## config.mk

```make
export PLATFORM = sky130hd
export DESIGN_NAME = wakeup_unit
export DESIGN_NICKNAME = d
export VERILOG_FILES = /design/src/rtl/wk_pkg.sv /design/src/rtl/wk_watch_match.sv /design/src/rtl/wk_thread_ctl.sv /design/src/rtl/wakeup_unit.sv
export SDC_FILE = /design/constraint.sdc
export NUM_CORES = 1
export LEC_CHECK = 0
export BUFFER_PORTS_ARGS = -buffer_cell sky130_fd_sc_hd__buf_2
export CORE_MARGIN = 8
export CORE_UTILIZATION = 45
export CTS_CLUSTER_DIAMETER = 120
export DETAILED_ROUTE_END_ITERATION = 7
export SETUP_SLACK_MARGIN = 0.3
export SLEW_MARGIN = 20
export SYNTH_ARGS = -nofsm -noshare
export SYNTH_HDL_FRONTEND = slang
export SYNTH_HIERARCHICAL = 1
export SYNTH_SLANG_ARGS = --single-unit
```

## constraint.sdc

```tcl
create_clock -name clk -period 3.5 [get_ports clk]
set_input_delay 0.175 -clock clk [delete_from_list [all_inputs] [get_ports clk]]
set_output_delay 0.175 -clock clk [all_outputs]
set_load 0.05 [all_outputs]
```

## src/rtl/wk_pkg.sv

```systemverilog
package wk_pkg;
  localparam int NSRC    = 3;
  localparam int SRC_IPI = 0;
  localparam int SRC_MU  = 1;
  localparam int SRC_INV = 2;

  localparam int SEL_MASK  = 0;
  localparam int SEL_CLEAR = 1;
  localparam int SEL_WATCH = 2;

  typedef logic [NSRC-1:0] src_vec_t;
endpackage

```

## src/rtl/wk_watch_match.sv

```systemverilog
module wk_watch_match #(
  parameter int NWATCH = 2,
  parameter int ADDR_W = 16
) (
  input  logic              clk,
  input  logic              rst_n,
  input  logic [NWATCH-1:0] wr_watch,
  input  logic [ADDR_W:0]   wr_data,
  input  logic              inv_valid,
  input  logic [ADDR_W-1:0] inv_addr,
  output logic              hit
);
  logic [NWATCH-1:0] armed_q;
  logic [NWATCH-1:0] match;

  for (genvar k = 0; k < NWATCH; k++) begin : g_slot
    logic [ADDR_W-1:0] addr_q;

    always_ff @(posedge clk) begin
      if (!rst_n) begin
        armed_q[k] <= 1'b0;
        addr_q     <= '0;
      end else if (wr_watch[k]) begin
        armed_q[k] <= wr_data[ADDR_W];
        addr_q     <= wr_data[ADDR_W-1:0];
      end
    end

    assign match[k] = armed_q[k] && (addr_q == inv_addr);
  end

  assign hit = inv_valid && (|match);
endmodule

```

## src/rtl/wk_thread_ctl.sv

```systemverilog
module wk_thread_ctl
  import wk_pkg::*;
(
  input  logic     clk,
  input  logic     rst_n,
  input  src_vec_t set_i,
  input  logic     wr_mask,
  input  logic     wr_clear,
  input  src_vec_t wr_bits,
  input  logic     sleep_req,
  output logic     run,
  output src_vec_t pend,
  output src_vec_t mask
);
  src_vec_t clr;
  src_vec_t pend_nxt;
  logic     wake_cond;

  // An arriving event wins over a same-cycle clear.
  assign clr       = wr_clear ? wr_bits : '0;
  assign pend_nxt  = (pend & ~clr) | set_i;
  assign wake_cond = |(pend_nxt & mask);

  always_ff @(posedge clk) begin
    if (!rst_n) begin
      pend <= '0;
      mask <= '0;
      run  <= 1'b1;
    end else begin
      pend <= pend_nxt;
      if (wr_mask) mask <= wr_bits;
      if (run) begin
        if (sleep_req && !wake_cond) run <= 1'b0;
      end else if (wake_cond) begin
        run <= 1'b1;
      end
    end
  end
endmodule

```

## src/rtl/wakeup_unit.sv

```systemverilog
module wakeup_unit
  import wk_pkg::*;
#(
  parameter int NT     = 4,
  parameter int NWATCH = 2,
  parameter int ADDR_W = 16,
  localparam int TID_W = (NT > 1) ? $clog2(NT) : 1,
  localparam int SEL_W = $clog2(NWATCH + SEL_WATCH)
) (
  input  logic              clk,
  input  logic              rst_n,
  input  logic              wr_en,
  input  logic [TID_W-1:0]  wr_thread,
  input  logic [SEL_W-1:0]  wr_sel,
  input  logic [ADDR_W:0]   wr_data,
  input  logic [NT-1:0]     ipi,
  input  logic [NT-1:0]     mu_irq,
  input  logic              inv_valid,
  input  logic [ADDR_W-1:0] inv_addr,
  input  logic [NT-1:0]     sleep_req,
  output logic [NT-1:0]     run,
  output logic [NT*NSRC-1:0] pending
);
  logic [NT*NSRC-1:0] thr_mask;

  for (genvar t = 0; t < NT; t++) begin : g_thr
    logic              sel_me;
    logic [NWATCH-1:0] wr_watch;
    logic              inv_hit;
    src_vec_t          set_v;
    src_vec_t          pend_v;
    src_vec_t          mask_v;

    assign sel_me = wr_en && (wr_thread == TID_W'(t));

    for (genvar k = 0; k < NWATCH; k++) begin : g_wsel
      assign wr_watch[k] = sel_me && (wr_sel == SEL_W'(SEL_WATCH + k));
    end

    wk_watch_match #(.NWATCH(NWATCH), .ADDR_W(ADDR_W)) i_match (
      .clk       (clk),
      .rst_n     (rst_n),
      .wr_watch  (wr_watch),
      .wr_data   (wr_data),
      .inv_valid (inv_valid),
      .inv_addr  (inv_addr),
      .hit       (inv_hit)
    );

    always_comb begin
      set_v          = '0;
      set_v[SRC_IPI] = ipi[t];
      set_v[SRC_MU]  = mu_irq[t];
      set_v[SRC_INV] = inv_hit;
    end

    wk_thread_ctl i_ctl (
      .clk       (clk),
      .rst_n     (rst_n),
      .set_i     (set_v),
      .wr_mask   (sel_me && (wr_sel == SEL_W'(SEL_MASK))),
      .wr_clear  (sel_me && (wr_sel == SEL_W'(SEL_CLEAR))),
      .wr_bits   (wr_data[NSRC-1:0]),
      .sleep_req (sleep_req[t]),
      .run       (run[t]),
      .pend      (pend_v),
      .mask      (mask_v)
    );

    assign pending[t*NSRC +: NSRC]  = pend_v;
    assign thr_mask[t*NSRC +: NSRC] = mask_v;
  end
endmodule

```

==> implementation parameters, run 1 <==
Parameter                              Value

Synth
  Main combinational cell family by area after synthesis    multiplexers
  Fraction of the mapped netlist area in adder cells    0%
  Synthesis warning total    6
  Mean Syn Cell Area    around 10 um^2
  Library cells used by synthesis    23
  Post-synthesis instance area    7680 um^2
  Post-synthesis share of cell area spent on and, or, nand and nor gates    17.82%
  Register area share after synthesis    42.75%
  Synthesized Nets    792
  Multiplexer share of the synthesized area    19.29%
  Post-synthesis instance total    739
  Post-synthesis xor/xnor area fraction    between 10% and 20%
  Seq cells post-synth    164
  Synth Area in Compound Gates    3.715%

Run status
  Run status    completed

Global route
  Total congestion overflow after global routing    0
  Initial antenna violation count    0
  Global Route Usage Sum    19.04%
  Via count of the first global-routing pass    approximately 5600
  Largest net degree at the start of global routing    approximately 80
  Wire length of the first global-routing pass    approximately 32000 um

Placed design
  Half-perimeter wire length after placement    13940 um
  Routability-driven placement congestion ratio    about 0.78
  Number of placed instances, taps included    between 1000 and 1500
  Port Buf Inserts    68

Setup path
  Crit path arrival time    2.25 ns
  Reg2Reg Capture Point    g_thr[0].i_ctl/run
  Origin of the critical flop-to-flop path    g_thr[0].i_match/g_slot[1].addr_q[2]
  Crit end category    flop
  R2R cell count    6
  Worst setup path category    flop to flop
  Crit path required time    roughly 3.9 ns
  Register-to-register setup slack    1.61 ns
  Maximum fanout count along the critical path    2
  Nature of the critical path startpoint    flop

Min path
  Tightest Hold Check Type    input port to flop
  Worst hold path endpoint    g_thr[0].i_ctl/run
  Launch point of the worst hold path    sleep_req[0]
  Number of stages on the worst hold path    3

CTS
  Number of buffers inserted during clock tree synthesis    17
  Clk sinks    roughly 160
  TritonCTS clock tree    done
  # resized after CTS    0
  Setup Buffers After CTS    0
  Maximum count of clock buffers along a single path    2
  Clock-pin slew on the worst setup and hold paths    around 0.060 ns
  Cell chosen for the clock root    sky130_fd_sc_hd__clkbuf_16
  Clock insertion delay at the later pin of the skew report    0.42 ns
  # H-tree levels    4

Route
  Count of routing violations after the opening detailed-route iteration    about 260
  Total wire length after detailed routing    20140 um
  Number of DRC violations after detailed routing    0
  Number of optimization iterations in the first detailed-route pass    5
  Post-DR vias/cell    a little over 5
  Detailed-route via count    roughly 5400
  Routed len/inst    19.18 um
  Residual antenna-violating net count after detailed routing    0

Cells and area
  Commonest cells after routing, fill and taps aside    164 x sky130_fd_sc_hd__dfxtp_1, 148 x sky130_fd_sc_hd__mux2i_1, 148 x sky130_fd_sc_hd__nor2b_1
  Antenna cell count    0
  Most common cell after layout, fill and taps aside    sky130_fd_sc_hd__dfxtp_1
  Area growth from synthesis to layout    16.39%
  Non-filler cells, final    ~1100
  Fraction of final layout cells with drive strength greater than 1    14.34%
  Post-layout net count    slightly below 900

Timing
  Final slew viol count    0
  Portion of the clock cycle consumed by the worst path in the final layout    54.05%
  Max Clk Rate    0.5286 GHz
  Final setup violation count    0
  Hold_ws    0.1264 ns
  Final setup TNS    0 ns
  RSZ-0062 raised after global routing    false
  Post-layout minimum cycle time    1.892 ns
  Final hold violation count    0
  Worst max-slew margin expressed relative to the limit    55.17%
  Slew at the pin closest to its max-slew limit    approximately 0.67 ns
  Setup clock skew after layout    0.007472 ns

Power
  Switching component of the power    between 1 and 1.5 mW
  Power share of the clock group    44.0%
  Internal power    approximately 3.1 mW
  Maximum vdd drop    0.3306 mV
  Relative contribution of combinational cells to total power    9.7%
  Total Power    4.146 mW
  Power density relative to cell area    463.9 nW/um^2
  Leakage Power    2.718 nW
  Switching share of total power    24.44%
  Sequential share of power    46.2%

Floorplanning
  Floorplan die width    between 100 and 150 um
  Cell Rows    47
  Initial cell density of the core    46.15%
  Area of the die    21500 um^2
  Core Footprint    16640 um^2
  IO Count    69
  Chip Height    146.6 um

Run
  Number of max-cap violations    0
==> metrics by stage <==
stage / worst slack, ns / util, % / area (um^2)
5_1_grt: 1.513 / 53.71 / 8939
2_1_floorplan: 2.070 / - / 7680
6_report: 1.608 / 53.71 / 8939
4_1_cts: 1.645 / 53.71 / 8939
3_3_place_gp: 1.542 / 49.76 / 8280
3_5_place_dp: 1.517 / 49.76 / 8280
==> synth_stat cells <==
master,instances,area [um^2]
sky130_fd_sc_hd__or4_1,8,60.06
sky130_fd_sc_hd__nand2b_1,2,12.51
sky130_fd_sc_hd__clkbuf_1,12,45.04
sky130_fd_sc_hd__o22ai_1,4,25.02
sky130_fd_sc_hd__o21ai_0,8,40.04
sky130_fd_sc_hd__nor3_1,3,15.01
sky130_fd_sc_hd__dfxtp_1,164,3283
sky130_fd_sc_hd__nor3_2,1,10.01
sky130_fd_sc_hd__or3b_4,1,11.26
sky130_fd_sc_hd__xnor2_1,128,1121
sky130_fd_sc_hd__nand3b_1,2,15.01
sky130_fd_sc_hd__nor2b_1,148,925.9
sky130_fd_sc_hd__mux2i_1,148,1481
sky130_fd_sc_hd__nand2_1,1,3.750
sky130_fd_sc_hd__nand4b_1,4,35.03
sky130_fd_sc_hd__a21boi_1,12,90.09
sky130_fd_sc_hd__nand3_1,17,85.08
sky130_fd_sc_hd__nor2_1,12,45.04
sky130_fd_sc_hd__buf_2,16,80.08
sky130_fd_sc_hd__inv_1,4,15.01
sky130_fd_sc_hd__nand4_1,24,150.1
sky130_fd_sc_hd__o21ai_1,8,40.04
sky130_fd_sc_hd__o21a_1,12,90.09
==> power groups by stage <==
stage / registers, mW / clock network [mW] / logic [mW]
floorplan: 1.99 / 0 / 0.195
global placement: 1.96 / 0 / 0.392
detailed placement: 1.96 / 0 / 0.398
CTS: 1.92 / 1.87 / 0.406
global route: 1.92 / 1.96 / 0.435
finish: 1.92 / 1.82 / 0.404
==> worst max path at each step <==
stage	from	slack, ns	cells past startpoint	endpoint
floorplan	g_thr[0].i_match/g_slot[1].addr_q[7]	2.07	6	g_thr[0].i_ctl/run
global placement	inv_addr[2]	1.54	7	g_thr[1].i_ctl/run
detailed placement	inv_addr[2]	1.52	7	g_thr[0].i_ctl/run
CTS	g_thr[1].i_match/g_slot[1].addr_q[12]	1.64	6	g_thr[1].i_ctl/run
global route	g_thr[1].i_match/g_slot[1].addr_q[12]	1.51	6	g_thr[1].i_ctl/run
finish	g_thr[0].i_match/g_slot[1].addr_q[2]	1.61	6	g_thr[0].i_ctl/run
==> critical path: stages, from the launching register on <==
cell and delay [ns]:
sky130_fd_sc_hd__dfxtp_1 0.32, sky130_fd_sc_hd__xnor2_1 0.17, sky130_fd_sc_hd__nand4_1 0.22, sky130_fd_sc_hd__or4_1 0.56, sky130_fd_sc_hd__o22ai_1 0.33, sky130_fd_sc_hd__o21ai_1 0.12, sky130_fd_sc_hd__nand4b_1 0.10
==> final cells by class <==
class                      instances  area, um^2
clock buffer                      20       446.7
clock inverter                    12       131.4
fill                            1539        7704
inverter                           4       15.01
multi-input combinational        543        4282
sequential                       164        3283
tap                              220       275.3
timing repair buffer              87       505.5
==> layer usage <==
layer | global-route usage [%] | wire, um | vias to the layer above
met5 | 0 | 0 | -
met4 | 6.491 | 366 | 0
met3 | 3.523 | 1017 | 23
met2 | 31.36 | 9484 | 108
met1 | 24.47 | 9267 | 2574
li1 | - | - | 2671
==> flip-flops by register name (all words and copies together) (netlist names) <==
name,count
g_thr.i_ctl/mask,12
g_thr.i_ctl/pend,12
g_thr.i_ctl/run,4
g_thr.i_match/armed_q,8
g_thr.i_match/g_slot.addr_q,128
==> logic make-up (layout without fill, tap and decap cells) <==
family	after synthesis	after routing
and+or+nand+nor	223	223
AOI/OAI and AO/OA	44	44
buffers and inverters	32	123
muxes	148	148
DFF	164	164
xor gates and xnor gates	128	128
==> timing repair <==
item | in CTS | in global routing
hold buffers | 8 | 0
hold endpoints to repair | 9 | 0
endpoints found under the setup margin | 0 | 0
Power figures use the tool's default switching activity.
==> run 2, diff against run 1 <==
--- a/config.mk
+++ b/config.mk
@@ -10,6 +10,7 @@
 export CORE_UTILIZATION = 45
 export CTS_CLUSTER_DIAMETER = 120
 export DETAILED_ROUTE_END_ITERATION = 7
+export PLACE_DENSITY = 0.66
 export SETUP_SLACK_MARGIN = 0.3
 export SLEW_MARGIN = 20
 export SYNTH_ARGS = -nofsm -noshare
==> constraint.sdc (replaced) <==
create_clock -name clk -period 1.7 [get_ports clk]
set_input_delay 0.085 -clock clk [delete_from_list [all_inputs] [get_ports clk]]
set_output_delay 0.085 -clock clk [all_outputs]
set_load 0.05 [all_outputs]
==> run 2 against run 1 <==
Net effect: clock skew is 0.0013 ns lower; setup slack worse by 1.6 ns; final cell count grew 0.38%; critical path type unchanged; non-clock buffer count rose by 8; register-to-register slack worse by 1.6 ns.
==> implementation parameters, run 2 (same netlist as run 1, synthesis figures left out) <==
Parameter                              Value

Route
  Number of DRC violations after detailed routing    0 (unchanged)
  Count of routing violations after the opening detailed-route iteration    243 (-4.7%)
  Total wire length after detailed routing    20430 um (+1.5%)
  Number of optimization iterations in the first detailed-route pass    4 (-1)
  Residual antenna-violating net count after detailed routing    0 (unchanged)
  Routed len/inst    19.39 um (+1.1%)
  Detailed-route via count    5505 (+2.4%)
  Post-DR vias/cell    5.223 (+2.0%)

Global route
  Total congestion overflow after global routing    0 (unchanged)
  Via count of the first global-routing pass    5852 (+4.1%)
  Largest net degree at the start of global routing    51 (-35%)
  Global Route Usage Sum    19.29% (+0.25 points)
  Wire length of the first global-routing pass    32540 um (+2.3%)
  Initial antenna violation count    0 (unchanged)

Run status
  Run status    completed

Floorplanning
  Cell Rows    47 (unchanged)
  IO Count    69 (unchanged)
  Chip Height    146.6 um (unchanged)
  Area of the die    21500 um^2 (unchanged)
  Floorplan die width    146.6 um (unchanged)
  Initial cell density of the core    46.15% (unchanged)
  Core Footprint    16640 um^2 (unchanged)

Timing
  Post-layout minimum cycle time    1.644 ns (-0.2480 ns)
  Portion of the clock cycle consumed by the worst path in the final layout    96.70% (+43 points)
  Slew at the pin closest to its max-slew limit    0.4703 ns (-0.2021 ns)
  Final setup violation count    0 (unchanged)
  Max Clk Rate    0.6083 GHz (+15%)
  RSZ-0062 raised after global routing    true
  Final hold violation count    0 (unchanged)
  Setup clock skew after layout    0.006197 ns (-0.001275 ns)
  Worst max-slew margin expressed relative to the limit    68.41% (+13 points)
  Hold_ws    0.01366 ns (-0.1128 ns)
  Final slew viol count    0 (unchanged)

Cells and area
  Max reg flops    128 (unchanged)
  Non-filler cells, final    1054 (+0.38%)
  Filler cell count in the final layout    1402 (-8.9%)
  Final std cell area, no fill    9483 um^2 (+6.1%)
  Registers with the most flip-flops    g_thr.i_match/g_slot.addr_q x128, g_thr.i_ctl/mask x12, g_thr.i_ctl/pend x12
  Area growth from synthesis to layout    23.48%
  Register with the most flip-flops    g_thr.i_match/g_slot.addr_q
  Commonest cells after routing, fill and taps aside    148 x sky130_fd_sc_hd__mux2i_1, 148 x sky130_fd_sc_hd__nor2b_1, 128 x sky130_fd_sc_hd__dfxtp_1
  Post-layout net count    878 (+0.92%)
  Fraction of final layout cells with drive strength greater than 1    23.86% (+9.5 points)
  Antenna cell count    0 (unchanged)

Min path
  Tightest Hold Check Type    input port to flop
  Launch point of the worst hold path    sleep_req[2]

Power
  Leakage Power    2.963 nW (+9.0%)
  Power density relative to cell area    910.7 nW/um^2 (+96%)
  Maximum vdd drop    0.7311 mV (+120%)

Setup path
  Origin of the critical flop-to-flop path    g_thr[2].i_match/g_slot[1].addr_q[2]
  Crit end category    flop
  Maximum fanout count along the critical path    2 (unchanged)
  Crit path required time    2.06 ns (-1.80 ns)
  Setup crit start    g_thr[2].i_match/g_slot[1].addr_q[2]
  Nature of the critical path startpoint    flop
  Worst setup path category    flop to flop
  Crit path arrival time    2.01 ns (-0.24 ns)

CTS
  Setup Buffers After CTS    0 (unchanged)
  Clk sinks    164 (unchanged)
  Maximum count of clock buffers along a single path    2 (unchanged)
  Clock insertion delay at the later pin of the skew report    0.42 ns (about the same)
  # H-tree levels    4 (unchanged)
  Cell chosen for the clock root    sky130_fd_sc_hd__clkbuf_16
  Number of buffers inserted during clock tree synthesis    17 (unchanged)
  TritonCTS clock tree    done
  Clock-pin slew on the worst setup and hold paths    0.06 ns (about the same)

Placed design
  Placed standard-cell area    8528 um^2 (+3.0%)
  Port Buf Inserts    68 (unchanged)
  Half-perimeter wire length after placement    14150 um (+1.5%)
  Number of placed instances, taps included    1017 (+0.69%)
  Routability-driven placement congestion ratio    0.8654 (+11%)

Run
  Number of max-cap violations    0 (unchanged)
[run 2: cell types whose count changed in the layout (fill, tap and decap cells not counted), moves of 4 or more]
cell,before,now
sky130_fd_sc_hd__clkbuf_8,1,5
sky130_fd_sc_hd__or4_4,0,8
sky130_fd_sc_hd__clkinvlp_4,4,0
sky130_fd_sc_hd__o22ai_1,4,0
sky130_fd_sc_hd__buf_4,12,7
sky130_fd_sc_hd__dfxtp_1,164,128
sky130_fd_sc_hd__or4_1,8,0
sky130_fd_sc_hd__buf_12,0,12
sky130_fd_sc_hd__xnor2_1,128,101
sky130_fd_sc_hd__xnor2_2,0,27
sky130_fd_sc_hd__o22ai_4,0,4
sky130_fd_sc_hd__dfxtp_2,0,36
[run 2: area by class of cell]
class                      instances  area, um^2  share of cell area, %
timing repair buffer              95       718.2                  7.574
clock buffer                      23       498.0                  5.251
tap                              220       275.3                  2.903
clock inverter                     5       75.07                 0.7917
multi-input combinational        543        4573                  48.23
inverter                           4       15.01                 0.1583
sequential                       164        3328                  35.10
[run 2: path summary, 6_finish.rpt]
path,endpoint,slack [ns],cells past startpoint
hold / removal,g_thr[2].i_ctl/run,0.01,3
setup / recovery,g_thr[2].i_ctl/run,0.06,6
setup reg to reg,g_thr[2].i_ctl/run,0.06,6
hold reg to reg,g_thr[0].i_ctl/run,0.50,2
[run 2: repair_timing]
action                                  CTS  global route
gates resized for setup                  27            33
pin swaps                                27            28
endpoints found under the setup margin    8             8
hold buffers                              9             0
endpoints found under the hold margin    12             0
[run 2: worst max-delay path, stage by stage (launching register included)]
cell and delay, ns:
sky130_fd_sc_hd__dfxtp_2 0.33, sky130_fd_sc_hd__xnor2_2 0.18, sky130_fd_sc_hd__nand4_1 0.22, sky130_fd_sc_hd__or4_4 0.49, sky130_fd_sc_hd__o22ai_4 0.20, sky130_fd_sc_hd__o21ai_1 0.09, sky130_fd_sc_hd__nand4b_1 0.08
[run 2: per-layer routing]
| layer | share of wire (%) | wire, um | vias up | global-route usage, % |
|---|---|---|---|---|
| met3 | 4.9 | 1000 | 41 | 4.419 |
| met2 | 48 | 9906 | 121 | 32.47 |
| met5 | 0 | 0 | - | 0 |
| met1 | 44 | 9032 | 2664 | 23.44 |
| met4 | 2.4 | 493 | 0 | 7.367 |
| li1 | - | - | 2679 | - |
[run 2: power by group]
part	total, mW	internal [mW]	switching (mW)
logic	0.916	0.399	0.518
registers	3.95	3.91	0.0412
clock network	3.77	2.32	1.45
[run 2: per-stage QoR]
stage / utilization, % / worst slack (ns) / power (mW) / setup TNS [ns]
4_1_cts: 56.06 / 0.05191 / 8.695 / 0
2_1_floorplan: - / 0.2788 / 4.503 / 0
5_1_grt: 56.98 / 0.007919 / 8.941 / 0
3_5_place_dp: 51.24 / -0.08609 / 4.887 / -0.2466
3_3_place_gp: 51.24 / -0.09015 / 4.872 / -0.2026
6_report: 56.98 / 0.05611 / 8.636 / 0
==> run 3, diff against run 2 <==
--- a/config.mk
+++ b/config.mk
@@ -7,10 +7,10 @@
 export LEC_CHECK = 0
 export BUFFER_PORTS_ARGS = -buffer_cell sky130_fd_sc_hd__buf_2
 export CORE_MARGIN = 8
-export CORE_UTILIZATION = 45
+export CORE_UTILIZATION = 47
 export CTS_CLUSTER_DIAMETER = 120
 export DETAILED_ROUTE_END_ITERATION = 7
-export PLACE_DENSITY = 0.66
+export PLACE_DENSITY = 0.68
 export SETUP_SLACK_MARGIN = 0.3
 export SLEW_MARGIN = 20
 export SYNTH_ARGS = -nofsm -noshare
==> run 3 against run 2 <==
Net effect: sequential cell count unchanged; clock skew is 0.0032 ns higher; setup slack lost 0.017 ns; clock power is 4% higher; via count down 0.18%; die area fell by 3.8%; maximum frequency decreased by 1.0%; critical endpoint is now g_thr[0].i_ctl/run.
==> implementation parameters, run 3 (same netlist as run 1, synthesis figures left out) <==
Parameter                              Value

Cells and area
  Commonest cells after routing, fill and taps aside    148 x sky130_fd_sc_hd__mux2i_1, 148 x sky130_fd_sc_hd__nor2b_1, 129 x sky130_fd_sc_hd__dfxtp_1
  Max reg flops    128 (unchanged)
  Filler cell count in the final layout    1352 (-3.6%)
  Final std cell area, no fill    9492 um^2 (about the same)
  Register with the most flip-flops    g_thr.i_match/g_slot.addr_q
  Area occupied by multi-input gates    4536 um^2 (-0.82%)
  Fraction of final layout cells with drive strength greater than 1    23.84% (about the same)
  Register Area    3329 um^2 (about the same)
  Non-filler cells, final    1059 (+0.47%)
  Post-layout net count    883 (+0.57%)
  Registers with the most flip-flops    g_thr.i_match/g_slot.addr_q x128, g_thr.i_ctl/mask x12, g_thr.i_ctl/pend x12
  Antenna cell count    0 (unchanged)
  Area growth from synthesis to layout    23.59% (about the same)

Placed design
  Routability-driven placement congestion ratio    0.8563 (-1.1%)
  Port Buf Inserts    68 (unchanged)
  Placed standard-cell area    8548 um^2 (+0.23%)
  Half-perimeter wire length after placement    14200 um (+0.37%)
  Number of placed instances, taps included    1018 (+0.098%)
  Worst slack, placed    -0.03001 ns (+0.05608 ns)

Timing
  Hold_ws    0.01680 ns (+0.003141 ns)
  Setup clock skew after layout    0.009393 ns (+0.003195 ns)
  Max Clk Rate    0.6022 GHz (-1.0%)
  Post-layout minimum cycle time    1.661 ns (+0.01682 ns)
  Worst max-slew margin expressed relative to the limit    67.96% (-0.44 points)
  Portion of the clock cycle consumed by the worst path in the final layout    97.69% (+0.99 points)
  Slew at the pin closest to its max-slew limit    0.4769 ns (+0.006607 ns)
  Final setup violation count    0 (unchanged)
  Final setup TNS    0 ns (unchanged)
  Final WS setup    0.03929 ns (-0.01682 ns)
  Final slew viol count    0 (unchanged)
  Final hold violation count    0 (unchanged)
  RSZ-0062 raised after global routing    true

Floorplanning
  Cell Rows    46 (-2.1%)
  Floorplan die width    143.8 um (-1.9%)
  Chip Height    143.8 um (-1.9%)
  Core Footprint    15940 um^2 (-4.2%)
  IO Count    69 (unchanged)
  Initial cell density of the core    48.17% (+2.0 points)
  Area of the die    20690 um^2 (-3.8%)

Setup path
  Worst path top cell family by delay    simple AND/OR/NAND/NOR gates
  Nature of the critical path startpoint    flop
  WP buf/inv    0 (unchanged)
  Critical-path cell list    xnor2_2 > nand4_1 > or4_4 > o22ai_4 > o21ai_1 > nand4b_1
  Crit path arrival time    2.02 ns (about the same)
  Crit end category    flop
  Worst stage delay on the critical path    0.54 ns (+0.05 ns)
  Maximum fanout count along the critical path    2 (unchanged)
  Worst-path cell with the longest stage delay    sky130_fd_sc_hd__or4_4
  Crit path required time    2.06 ns (about the same)
  Worst setup path category    flop to flop

Run status
  Run status    completed

Power
  Relative contribution of combinational cells to total power    10.4% (-0.2 points)
  Switching share of total power    24.19% (+0.94 points)
  Power share of the clock group    44.6% (+1.0 points)
  Switching component of the power    2.124 mW (+5.8%)
  Internal power    6.656 mW (+0.42%)
  Maximum vdd drop    0.7640 mV (+4.5%)
  Leakage Power    2.949 nW (-0.46%)
  Power density relative to cell area    925.0 nW/um^2 (+1.6%)
  Sequential share of power    45.0% (-0.8 points)

Route
  Routed len/inst    19.20 um (-0.93%)
  Number of optimization iterations in the first detailed-route pass    4 (unchanged)
  Total wire length after detailed routing    20340 um (-0.46%)
  Number of DRC violations after detailed routing    0 (unchanged)
  Detailed-route via count    5495 (-0.18%)
  Residual antenna-violating net count after detailed routing    0 (unchanged)
  Count of routing violations after the opening detailed-route iteration    328 (+35%)
  Post-DR vias/cell    5.189 (-0.65%)

Run
  Number of max-cap violations    0 (unchanged)

Global route
  Wire length of the first global-routing pass    31320 um (-3.8%)
  Largest net degree at the start of global routing    67 (+31%)
  Via count of the first global-routing pass    5560 (-5.0%)
  Total congestion overflow after global routing    0 (unchanged)
  Initial antenna violation count    0 (unchanged)
  Global Route Usage Sum    20.15% (+0.86 points)

CTS
  Clock insertion delay at the later pin of the skew report    0.43 ns (about the same)
  Clk sinks    164 (unchanged)
  # H-tree levels    4 (unchanged)
  Number of buffers inserted during clock tree synthesis    17 (unchanged)
  Clock-pin slew on the worst setup and hold paths    0.06 ns (about the same)
  Cell chosen for the clock root    sky130_fd_sc_hd__clkbuf_16
  TritonCTS clock tree    done
  Maximum count of clock buffers along a single path    2 (unchanged)

Min path
  Tightest Hold Check Type    input port to flop
## run 3: metrics by stage
stage / total power [mW] / util [%]
after floorplan: 4.503 / -
after global placement: 4.871 / 53.62
after CTS: 8.825 / 59.17
after detailed placement: 4.891 / 53.62
final: 8.779 / 59.54
after global routing: 9.075 / 59.54
## run 3: cell type report
type	count	area share [%]
multi-input cells	543	47.79
flip-flops and latches	164	35.08
repair buffers	100	7.804
clock buffers	20	4.706
well taps	216	2.847
clock inverters	12	1.621
inverters	4	0.1582
## run 3: power by group through the flow
stage          Clock, mW  Sequential [mW]  Combinational (mW)
6_report            3.92             3.95               0.912
5_1_grt             4.15             3.95               0.968
4_1_cts             3.97             3.95               0.905
3_5_place_dp           0             4.03               0.858
3_3_place_gp           0             4.03               0.842
2_1_floorplan          0             4.10               0.404
## run 3: routing by layer
metal | share of wire [%] | track usage [%] | wire length [um]
met1 | 45 | 25.99 | 9196
met3 | 4.0 | 3.782 | 816
met4 | 1.8 | 7.305 | 376
met5 | 0 | 0 | 0
met2 | 49 | 32.85 | 9950
## run 3: final timing paths
kind	start	slack (ns)	cells after the start	endpoint
worst min register to register	g_thr[3].i_ctl/mask[2]	0.49	2	g_thr[3].i_ctl/run
worst max register to register	g_thr[0].i_match/g_slot[0].addr_q[4]	0.04	6	g_thr[0].i_ctl/run
worst max-delay path	g_thr[0].i_match/g_slot[0].addr_q[4]	0.04	6	g_thr[0].i_ctl/run
worst min-delay path	sleep_req[3]	0.02	3	g_thr[3].i_ctl/run
## run 3: repair_timing
item	in CTS	in global routing
endpoints found under the hold margin	12	0
endpoints found under the setup margin	8	8
resized for setup	40	15
setup buffers	1	0
pin swaps	38	14
hold buffers	8	0
## run 3: worst register-to-register path, stage by stage, from the launching register on
cell                       delay [ns]
sky130_fd_sc_hd__dfxtp_2         0.34
sky130_fd_sc_hd__xnor2_2         0.19
sky130_fd_sc_hd__nand4_1         0.21
sky130_fd_sc_hd__or4_4           0.54
sky130_fd_sc_hd__o22ai_4         0.14
sky130_fd_sc_hd__o21ai_1         0.09
sky130_fd_sc_hd__nand4b_1        0.08
